===== src/rtl/sensor_spi_pkg.sv =====
package sensor_spi_pkg;

    typedef enum logic [2:0] {
        ST_IDLE,
        ST_LEAD,
        ST_LOW,
        ST_HIGH,
        ST_GAP
    } spi_state_e;

    // Width of a counter that must hold values 0 .. n-1
    function automatic int cnt_width(input int n);
        return (n > 1) ? $clog2(n) : 1;
    endfunction

endpackage


===== src/rtl/sensor_spi_halfcnt.sv =====
module sensor_spi_halfcnt #(
    parameter int HALF_CYC = 25
) (
    input  logic clk,
    input  logic rst_n,
    input  logic run,
    output logic expire
);
    import sensor_spi_pkg::*;

    localparam int HALF_EFF = (HALF_CYC < 1) ? 1 : HALF_CYC;
    localparam int HW       = cnt_width(HALF_EFF);
    localparam logic [HW-1:0] HALF_LAST = HW'(HALF_EFF - 1);

    logic [HW-1:0] cnt_q;

    assign expire = run && (cnt_q == HALF_LAST);

    always_ff @(posedge clk or negedge rst_n) begin
        if (!rst_n) begin
            cnt_q <= '0;
        end else if (!run || expire) begin
            cnt_q <= '0;
        end else begin
            cnt_q <= cnt_q + HW'(1);
        end
    end

endmodule


===== src/rtl/sensor_spi_gap_timer.sv =====
module sensor_spi_gap_timer #(
    parameter int TICK_CYC = 100,
    parameter int LONG_US  = 120,
    parameter int SHORT_US = 20
) (
    input  logic clk,
    input  logic rst_n,
    input  logic run,
    input  logic long_sel,
    output logic expire
);
    import sensor_spi_pkg::*;

    localparam int TICK_EFF  = (TICK_CYC < 1) ? 1 : TICK_CYC;
    localparam int LONG_EFF  = (LONG_US  < 1) ? 1 : LONG_US;
    localparam int SHORT_EFF = (SHORT_US < 1) ? 1 : SHORT_US;
    localparam int MAX_US    = (LONG_EFF > SHORT_EFF) ? LONG_EFF : SHORT_EFF;
    localparam int TW        = cnt_width(TICK_EFF);
    localparam int UW        = cnt_width(MAX_US);

    logic [TW-1:0] tick_q;
    logic [UW-1:0] us_q;
    logic          tick;
    logic [UW-1:0] us_last;

    assign tick    = (tick_q == TW'(TICK_EFF - 1));
    assign us_last = long_sel ? UW'(LONG_EFF - 1) : UW'(SHORT_EFF - 1);
    assign expire  = run && tick && (us_q == us_last);

    // The prescaler restarts on every gap, so a gap is an exact multiple of TICK_CYC
    always_ff @(posedge clk or negedge rst_n) begin
        if (!rst_n) begin
            tick_q <= '0;
            us_q   <= '0;
        end else if (!run) begin
            tick_q <= '0;
            us_q   <= '0;
        end else begin
            tick_q <= tick ? '0 : tick_q + TW'(1);
            if (tick) begin
                us_q <= us_q + UW'(1);
            end
        end
    end

endmodule


===== src/rtl/sensor_spi_shifter.sv =====
module sensor_spi_shifter #(
    parameter int FRAME_W = 16,
    parameter int DATA_W  = 8
) (
    input  logic              clk,
    input  logic              rst_n,
    input  logic              load,
    input  logic [FRAME_W-1:0] load_val,
    input  logic              shift_out,
    input  logic              sample_in,
    input  logic              miso,
    output logic              mosi_bit,
    output logic [DATA_W-1:0] rx_byte
);

    logic [FRAME_W-1:0] tx_q;
    logic [DATA_W-1:0]  rx_q;

    assign mosi_bit = tx_q[FRAME_W-1];
    assign rx_byte  = rx_q;

    always_ff @(posedge clk or negedge rst_n) begin
        if (!rst_n) begin
            tx_q <= '0;
        end else if (load) begin
            tx_q <= load_val;
        end else if (shift_out) begin
            tx_q <= {tx_q[FRAME_W-2:0], 1'b0};
        end
    end

    // Every sampled bit enters; after the frame the last DATA_W remain
    always_ff @(posedge clk or negedge rst_n) begin
        if (!rst_n) begin
            rx_q <= '0;
        end else if (sample_in) begin
            rx_q <= {rx_q[DATA_W-2:0], miso};
        end
    end

endmodule


===== src/rtl/sensor_reg_spi.sv =====
module sensor_reg_spi #(
    parameter int CLK_FREQ  = 100_000_000,
    parameter int SCLK_FREQ = 2_000_000,
    parameter int WR_GAP_US = 120,
    parameter int RD_GAP_US = 20,
    parameter int ADDR_W    = 7,
    parameter int DATA_W    = 8
) (
    input  logic              clk,
    input  logic              rst_n,
    input  logic              req_valid,
    output logic              req_ready,
    input  logic              req_write,
    input  logic [ADDR_W-1:0] req_addr,
    input  logic [DATA_W-1:0] req_wdata,
    output logic [DATA_W-1:0] rdata,
    output logic              done,
    output logic              busy,
    output logic              spi_cs_n,
    output logic              spi_sclk,
    output logic              spi_mosi,
    input  logic              spi_miso
);
    import sensor_spi_pkg::*;

    localparam int CMD_W    = ADDR_W + 1;
    localparam int FRAME_W  = CMD_W + DATA_W;
    localparam int HALF_CYC = CLK_FREQ / (2 * SCLK_FREQ);
    localparam int TICK_CYC = CLK_FREQ / 1_000_000;
    localparam int BIT_W    = cnt_width(FRAME_W);
    localparam logic [BIT_W-1:0] LAST_BIT = BIT_W'(FRAME_W - 1);

    spi_state_e         state_q, state_d;
    logic [BIT_W-1:0]   bit_q;
    logic               is_read_q;
    logic               accept;
    logic               half_run, half_exp;
    logic               gap_exp;
    logic               last_bit;
    logic               frame_end;
    logic               shift_out, sample_in;
    logic               mosi_bit;
    logic [DATA_W-1:0]  rx_byte;
    logic [FRAME_W-1:0] load_val;

    assign req_ready = (state_q == ST_IDLE);
    assign busy      = !req_ready;
    assign accept    = req_valid && req_ready;
    assign half_run  = (state_q == ST_LEAD) || (state_q == ST_LOW) || (state_q == ST_HIGH);
    assign last_bit  = (bit_q == LAST_BIT);
    assign frame_end = (state_q == ST_HIGH) && half_exp && last_bit;
    assign shift_out = (state_q == ST_HIGH) && half_exp && !last_bit;
    assign sample_in = (state_q == ST_LOW) && half_exp;
    assign load_val  = {req_write, req_addr, (req_write ? req_wdata : {DATA_W{1'b0}})};
    assign spi_mosi  = !spi_cs_n && mosi_bit;

    sensor_spi_halfcnt #(
        .HALF_CYC (HALF_CYC)
    ) u_half (
        .clk    (clk),
        .rst_n  (rst_n),
        .run    (half_run),
        .expire (half_exp)
    );

    sensor_spi_gap_timer #(
        .TICK_CYC (TICK_CYC),
        .LONG_US  (WR_GAP_US),
        .SHORT_US (RD_GAP_US)
    ) u_gap (
        .clk      (clk),
        .rst_n    (rst_n),
        .run      (state_q == ST_GAP),
        .long_sel (!is_read_q),
        .expire   (gap_exp)
    );

    sensor_spi_shifter #(
        .FRAME_W (FRAME_W),
        .DATA_W  (DATA_W)
    ) u_shift (
        .clk       (clk),
        .rst_n     (rst_n),
        .load      (accept),
        .load_val  (load_val),
        .shift_out (shift_out),
        .sample_in (sample_in),
        .miso      (spi_miso),
        .mosi_bit  (mosi_bit),
        .rx_byte   (rx_byte)
    );

    // State register
    always_ff @(posedge clk or negedge rst_n) begin
        if (!rst_n) begin
            state_q <= ST_IDLE;
        end else begin
            state_q <= state_d;
        end
    end

    // Transitions
    always_comb begin
        state_d = state_q;
        unique case (state_q)
            ST_IDLE: if (req_valid) state_d = ST_LEAD;
            ST_LEAD: if (half_exp)  state_d = ST_LOW;
            ST_LOW:  if (half_exp)  state_d = ST_HIGH;
            ST_HIGH: if (half_exp)  state_d = last_bit ? ST_GAP : ST_LOW;
            ST_GAP:  if (gap_exp)   state_d = ST_IDLE;
            default:                state_d = ST_IDLE;
        endcase
    end

    // Bit position within the frame, advanced on each falling edge after the first
    always_ff @(posedge clk or negedge rst_n) begin
        if (!rst_n) begin
            bit_q <= '0;
        end else if (accept) begin
            bit_q <= '0;
        end else if (shift_out) begin
            bit_q <= bit_q + BIT_W'(1);
        end
    end

    // Registered outputs
    always_ff @(posedge clk or negedge rst_n) begin
        if (!rst_n) begin
            spi_cs_n  <= 1'b1;
            spi_sclk  <= 1'b1;
            done      <= 1'b0;
            rdata     <= '0;
            is_read_q <= 1'b0;
        end else begin
            done <= 1'b0;
            unique case (state_q)
                ST_IDLE: begin
                    if (accept) begin
                        spi_cs_n  <= 1'b0;
                        is_read_q <= !req_write;
                    end
                end
                ST_LEAD: begin
                    if (half_exp) spi_sclk <= 1'b0;
                end
                ST_LOW: begin
                    if (half_exp) spi_sclk <= 1'b1;
                end
                ST_HIGH: begin
                    if (frame_end) begin
                        spi_cs_n <= 1'b1;
                        if (is_read_q) begin
                            rdata <= rx_byte;
                            done  <= 1'b1;
                        end
                    end else if (half_exp) begin
                        spi_sclk <= 1'b0;
                    end
                end
                ST_GAP: begin
                    spi_cs_n <= 1'b1;
                    spi_sclk <= 1'b1;
                end
                default: begin
                    spi_cs_n <= 1'b1;
                    spi_sclk <= 1'b1;
                end
            endcase
        end
    end

endmodule


===== config.mk =====
export PLATFORM = sky130hd
export DESIGN_NAME = sensor_reg_spi
export DESIGN_NICKNAME = d
export VERILOG_FILES = /design/src/rtl/sensor_spi_pkg.sv /design/src/rtl/sensor_spi_halfcnt.sv /design/src/rtl/sensor_spi_gap_timer.sv /design/src/rtl/sensor_spi_shifter.sv /design/src/rtl/sensor_reg_spi.sv
export SDC_FILE = /design/constraint.sdc
export NUM_CORES = 1
export LEC_CHECK = 0
export BUFFER_PORTS_ARGS = -buffer_cell sky130_fd_sc_hd__buf_2
export CAP_MARGIN = 0
export CORE_MARGIN = 3
export CORE_UTILIZATION = 45
export CTS_BUF_LIST = sky130_fd_sc_hd__clkbuf_8
export DETAILED_ROUTE_END_ITERATION = 10
export PLACE_DENSITY = 0.68
export SLEW_MARGIN = 20
export SYNTH_ARGS = -nofsm -noshare
export SYNTH_HDL_FRONTEND = slang
export SYNTH_HIERARCHICAL = 1
export SYNTH_SLANG_ARGS = --single-unit

===== constraint.sdc =====
create_clock -name clk -period 2.5 [get_ports clk]
set_input_delay 0.125 -clock clk [delete_from_list [all_inputs] [get_ports clk]]
set_output_delay 0.125 -clock clk [all_outputs]
set_load 0.02 [all_outputs]

# --- Yosys cells after proc, flatten, opt, wreduce, memory -nomap -nowiden ---
# Index checks and enable logic that the tools add are counted.
totals:
  register_bits: 62
  input_bits: 20
classes:
  addsub: 4
  eq_ne: 17
  n_mux: 28
  bitwise_logic: 2
  reduce_logical: 25
op_table:
  columns: ["cell", "n"]
  rows:
  - ["7-bit two-way mux", 5]
  - ["16-bit two-way mux", 2]
  - ["3-bit two-way mux", 6]
  - ["2-bit != test (second input constant)", 8]
  - ["3-bit case mux with 5 select lines", 1]
  - ["7-bit by 1-bit adder with 7-bit output (second input constant)", 2]
  - ["1-bit logical AND", 9]
  - ["3-bit AND reduction", 3]
  - ["1-bit two-way mux", 8]
  - ["4-bit two-way mux", 2]
  - ["8-bit two-way mux", 1]
  - ["7-bit == test", 1]
  - ["7-bit == test (second input constant)", 1]
  - ["3-bit by 2-bit == test with 1-bit output (second input constant)", 2]
  - ["5-bit by 1-bit adder with 5-bit output (second input constant)", 1]
  - ["5-bit == test (second input constant)", 1]
  - ["1-bit zero test", 5]
  - ["5-bit two-way mux", 1]
  - ["5-bit AND reduction", 1]
  - ["4-bit by 1-bit adder with 4-bit output (second input constant)", 1]
  - ["4-bit == test (second input constant)", 1]
  - ["1-bit case mux with 4 select lines", 1]
  - ["3-bit by 1-bit == test with 1-bit output (second input constant)", 1]
  - ["3-bit == test (second input constant)", 1]
  - ["other kinds (8)", 11]

# --- Depth between registers and ports, before layout ---
depth:
  ltp_word: 8
  mapped_depth: 10

# --- Cells and area by module ---
# Netlist, hierarchy kept.
by_module_without_submodules:
  columns: ["mod", "n_inst", "cells_each", "area_each_um2", "seq_area_each_um2"]
  rows:
  - ["sensor_spi_shifter", 1, 86, 1037.2, 600.6]
  - ["sensor_reg_spi", 1, 88, 943.4, 478.0]
  - ["sensor_spi_gap_timer", 1, 74, 740.7, 350.3]
  - ["sensor_spi_halfcnt", 1, 23, 285.3, 125.1]

# --- Worst setup path before layout ---
# No wires, ideal clock.
synth_timing:
  path_kind: "flip-flop to flip-flop"
  startpoint: "register u_half.cnt_q[0]"
  endpoint: "register u_shift.tx_q[4]"
  setup_time_ns: 0.130
  arrival_ns: 1.985
  required_ns: 2.370
  setup_slack_ns: 0.384
  stages_incl_launch_ff: 11
  period_less_slack_ns: 2.116
  path_cell_list: "dfrtp_1 -> inv_1 -> ha_1 -> and4b_4 -> and2_2 -> nand4b_4 -> nor2_1 -> buf_6 -> buf_12 -> mux2i_1 -> o21ai_1"
synth_between:
  elab_chain_len: 5
synth_rtl:
  columns: ["element", "line_no", "rtl"]
  rows:
  - ["start: declaration", "sensor_spi_halfcnt.sv:15", "logic [HW-1:0] cnt_q;"]
  - ["start signal: assignment", "sensor_spi_halfcnt.sv:25", "cnt_q <= cnt_q + HW'(1);"]
  - ["5-bit == test", "sensor_spi_halfcnt.sv:17", "assign expire = run && (cnt_q == HALF_LAST);"]
  - ["1-bit logical AND", "sensor_spi_halfcnt.sv:17", null]
  - ["net half_exp", "sensor_reg_spi.sv:37", "logic half_run, half_exp;"]
  - ["1-bit logical AND (2 in a row)", "sensor_reg_spi.sv:52", "assign shift_out = (state_q == ST_HIGH) && half_exp && !last_bit;"]
  - ["net shift_out", "sensor_reg_spi.sv:41", "logic shift_out, sample_in;"]
  - ["2-bit nonzero test (no source line)", null, null]
  - ["end signal: assignment", "sensor_spi_shifter.sv:26", "tx_q <= load_val;"]
  - ["end signal: assignment", "sensor_spi_shifter.sv:28", "tx_q <= {tx_q[FRAME_W-2:0], 1'b0};"]
  - ["end: declaration", "sensor_spi_shifter.sv:16", "logic [FRAME_W-1:0] tx_q;"]
# The timed path passes the listed nets, and every way through them passes these cells.
# A chain may end at the register's enable or synchronous reset.

# --- Worst setup path in the final report ---
layout_timing:
  startpoint: "register u_half.cnt_q[0]"
  endpoint: "register rdata[0]"
layout_between:
  elab_chain_len: 5
layout_rtl:
  columns: ["element", "line_no", "rtl"]
  rows:
  - ["5-bit == test", "sensor_spi_halfcnt.sv:17", null]
  - ["1-bit logical AND", "sensor_spi_halfcnt.sv:17", null]
  - ["net half_exp", "sensor_reg_spi.sv:37", null]
  - ["1-bit logical AND (2 in a row)", "sensor_reg_spi.sv:51", "assign frame_end = (state_q == ST_HIGH) && half_exp && last_bit;"]
  - ["3-bit AND reduction (no source line)", null, null]
  - ["end signal: assignment", "sensor_reg_spi.sv:153", "rdata <= rx_byte;"]
  - ["end: declaration", "sensor_reg_spi.sv:16", "output logic [DATA_W-1:0] rdata,"]
# The timed path passes the listed nets, and every way through them passes these cells.

==> key figures <==
STA
  – Fin Setup TNS: 0 ns
  – RSZ-0062 raised after global routing: false
  – Final hold vios: 0
  – Pins Over Slew Limit: 0
  – Final period util: 91.9%
  – Slew @ Worst Pin: 0.503 ns
  – Clock skew: 0.00834 ns
  – FMAX: 435 MHz
  – Endpoints failing setup: 0
  – Min Tclk post-route: 2.30 ns
  – Relative slew margins: 66.4%

Power
  – Pleak: 1.56 nW
  – PD cells: 800 nW/µm²
  – VDD IR-drop max: 467 µV

Detailed routing
  – Routed vias: 2113
  – DRC: 0
  – Routed Antenna Nets: 0
  – Drt total wl: 5480 µm
  – WL/cell: 13.6 µm
  – Drt first pass iters: 4
  – Vias per cell: 5.26
  – DR iter-0 viols: 57

Synth
  – Post-Syn Nets: 296
  – Syn Std Cell Area: 3010 µm²
  – Fraction of registers with async set/reset: 100%
  – Register area share after synthesis: 51.7%
  – Synth Instances: 271
  – Avg Inst Size Synth: 11.1 µm²
  – Number of synthesized flops with an enable pin: 0
  – Netlist cell types: 49
  – Ranking of synthesized cells by area: dfrtp_1 50%, mux2_2 6.4%, mux2i_1 6.0%, nand2_1 4.1%, o21ai_0 2.7%
  – Post-synth top area share: 49.9%
  – Synth warnings: 6
  – Ys flop type: dfrtp_1
  – Yosys reg bits: 62
  – Cell taking the most area after synthesis: dfrtp_1

Worst setup path
  – CP required: 2.72 ns
  – Crit path capture type: flop
  – Worst path arrival time: 2.52 ns
  – Critical Path Fanout Max: 9
  – Crit path kind: reg -> reg
  – Worst r2r dst: rdata[0]$_DFFE_PN0P_
  – Reg2reg start: u_half/cnt_q[0]$_DFF_PN0_
  – Crit path from: u_half/cnt_q[0]$_DFF_PN0_
  – Worst R2R Path Depth: 7
  – Flop2flop setup slack: 0.20 ns
  – Critical Path Source Type: flop

Final layout
  – Share of cells above drive strength 1: 28.0%
  – Area grow syn2layout: 19.0%
  – N_diodes: 0
  – Design area: 3580 µm²
  – Area occupied by multi-input gates: 1340 µm²
  – NumNets Final: 345
  – Layout fillers: 579
  – Sequential cell area: 1550 µm²

Run
  – Max-cap viol count: 0

Placed design
  – Detailed-placement wirelength estimate: 3700 µm
  – PortBufs: 33
  – GPL Wtd Cong: 0.812
  – Placed Area: 3260 µm²

CTS
  – Clk root buf: clkbuf_8
  – Total CTS buffers: 9
  – Clock slew seen by the registers of the worst setup and hold paths: 0.07 ns
  – CTS tree: built
  – H-tree depth: 3
  – Clock latency on the worst-skew pair: 0.34 ns
  – CTS max path bufs: 2
  – # Post-CTS Setup Buffers: 0
  – Sink Count: 62

Die
  – Die height: 87.7 µm
  – Starting Density: 46.8%
  – Core area: 6420 µm²
  – Die W: 87.7 µm
  – Die ar.: 7700 µm²
  – Top Ports: 34
  – Cell row count: 29

Run status
  – Status: completed

Global routing
  – Via count of the first global-routing pass: 2048
  – GRT Total Usage: 15.8%
  – GRT Residual Overflow: 0
  – First-pass GRT wire length: 9340 µm
  – Initial antenna violation count: 0
  – Largest net degree at the start of global routing: 42

Min path
  – Hold Path Cell Cnt: 3
  – Worst min path class: in -> reg
  – Worst Hold End: u_shift/tx_q[11]$_DFFE_PN0P_
  – Worst Hold Launch: req_addr[3]
## critical path: stages (launching register included)
cell and delay, ns:
dfrtp_1 0.42, inv_1 0.07, ha_1 0.14, and4b_4 0.30, and2_2 0.25, nand4b_4 0.17
nor3_4 0.44, mux2_2 0.38
## cell type report
| class | instances | area share, % |
|---|---|---|
| timing repair buffer | 48 | 8.60 |
| sequential | 62 | 43.4 |
| tap | 77 | 2.69 |
| clock buffer | 9 | 3.46 |
| inverter | 10 | 1.05 |
| clock inverter | 7 | 3.39 |
| multi-input combinational | 189 | 37.4 |
## metal layers
| layer | up-vias | GRT usage [%] | share of wire [%] |
|---|---|---|---|
| met5 | - | 0 | 0 |
| met4 | 0 | 6.69 | 1.4 |
| met1 | 1009 | 20.8 | 48 |
| met2 | 30 | 24.2 | 47 |
| li1 | 1066 | - | - |
| met3 | 8 | 4.80 | 3.4 |
## where the power goes
group / internal, mW / leakage (nW) / switching (mW) / total (mW)
combinational: 0.224 / 0.620 / 0.231 / 0.455
clock: 0.667 / 0.124 / 0.412 / 1.08
sequential: 1.19 / 0.817 / 0.139 / 1.33
total: 2.08 / 1.56 / 0.782 / 2.86
## cell usage after synthesis (2+ instances only)
master,number
nand2_1,33
inv_1,10
nor2_1,11
o21ai_0,16
dfrtp_1,60
dfstp_2,2
a21oi_1,12
or3_1,4
xor2_1,2
nand3b_1,2
buf_2,4
mux2i_1,18
or4_1,2
ha_1,5
and2_1,8
nand3_1,7
clkbuf_1,2
nand4_1,2
xnor2_1,2
nor4_1,2
nor3b_1,2
mux2_2,17
nand2b_1,3
and4_2,2
o31ai_1,2
nor3_1,6
buf_6,3
o21ai_1,11
## cells by family (layout without fill, tap and decap cells)
| family | after synthesis | after routing | share of synthesized area, % |
|---|---|---|---|
| and+or+nand+nor | 98 | 98 | 19.9 |
| adders and majority gates | 5 | 5 | 2.08 |
| DFF | 62 | 62 | 51.7 |
| buffers and inverters | 20 | 74 | 3.95 |
| xor gates and xnor gates | 4 | 4 | 1.17 |
| muxes | 35 | 35 | 12.4 |
| AOI/OAI and AO/OA | 47 | 47 | 8.86 |
## state kept, by name, summed over array words and instances (netlist names)
name / count
u_shift/tx_q: 16
done: 1
spi_sclk: 1
bit_q: 4
u_gap/us_q: 7
u_half/cnt_q: 5
state_q: 3
u_gap/tick_q: 7
rdata: 8
spi_cs_n: 1
u_shift/rx_byte: 8
is_read_q: 1
## timing repair
| item | CTS | global route |
|---|---|---|
| endpoints found under the hold margin | 26 | 0 |
| hold buffers | 7 | 0 |
| gates resized for setup | 0 | 0 |
## metrics by stage
step                power (mW)  hold WS (ns)  std cells  utilization, %  worst slack, ns
floorplan                 1.65        -0.171        271               -            0.384
global placement          1.76         0.107        379            50.8            0.257
detailed placement        1.80         0.116        379            50.8            0.197
CTS                       2.90      0.000338        402            55.7            0.185
global route              3.02        0.0251        402            55.7           0.0762
finish                    2.86        0.0111        402            55.7            0.203
## cell usage in the layout (no fill, tap or decap), types with 6 or more instances in the layout
cell type      Yosys  routed
a21oi_1           12      12
nor2_1            11      10
nand3_1            7       7
o21ai_0           16      16
inv_1             10      10
buf_2              4      33
o21ai_1           11      11
clkbuf_8           0       9
and2_1             8       8
nand2_1           33      33
nor3_1             6       6
dfrtp_1           60      60
dlygate4sd3_1      0       7
buf_4              0       7
mux2i_1           18      18
mux2_2            17      17
## how the worst max path moves through the flow
stage	slack, ns	end	depth (start not counted)
finish	0.20	rdata[0]$_DFFE_PN0P_	7
CTS	0.19	rdata[0]$_DFFE_PN0P_	7
global route	0.08	rdata[0]$_DFFE_PN0P_	7
floorplan	0.38	u_shift/tx_q[4]$_DFFE_PN0P_	10
global placement	0.26	rdata[4]$_DFFE_PN0P_	7
detailed placement	0.20	rdata[4]$_DFFE_PN0P_	7
No activity file was read; power rests on OpenSTA's default activity.
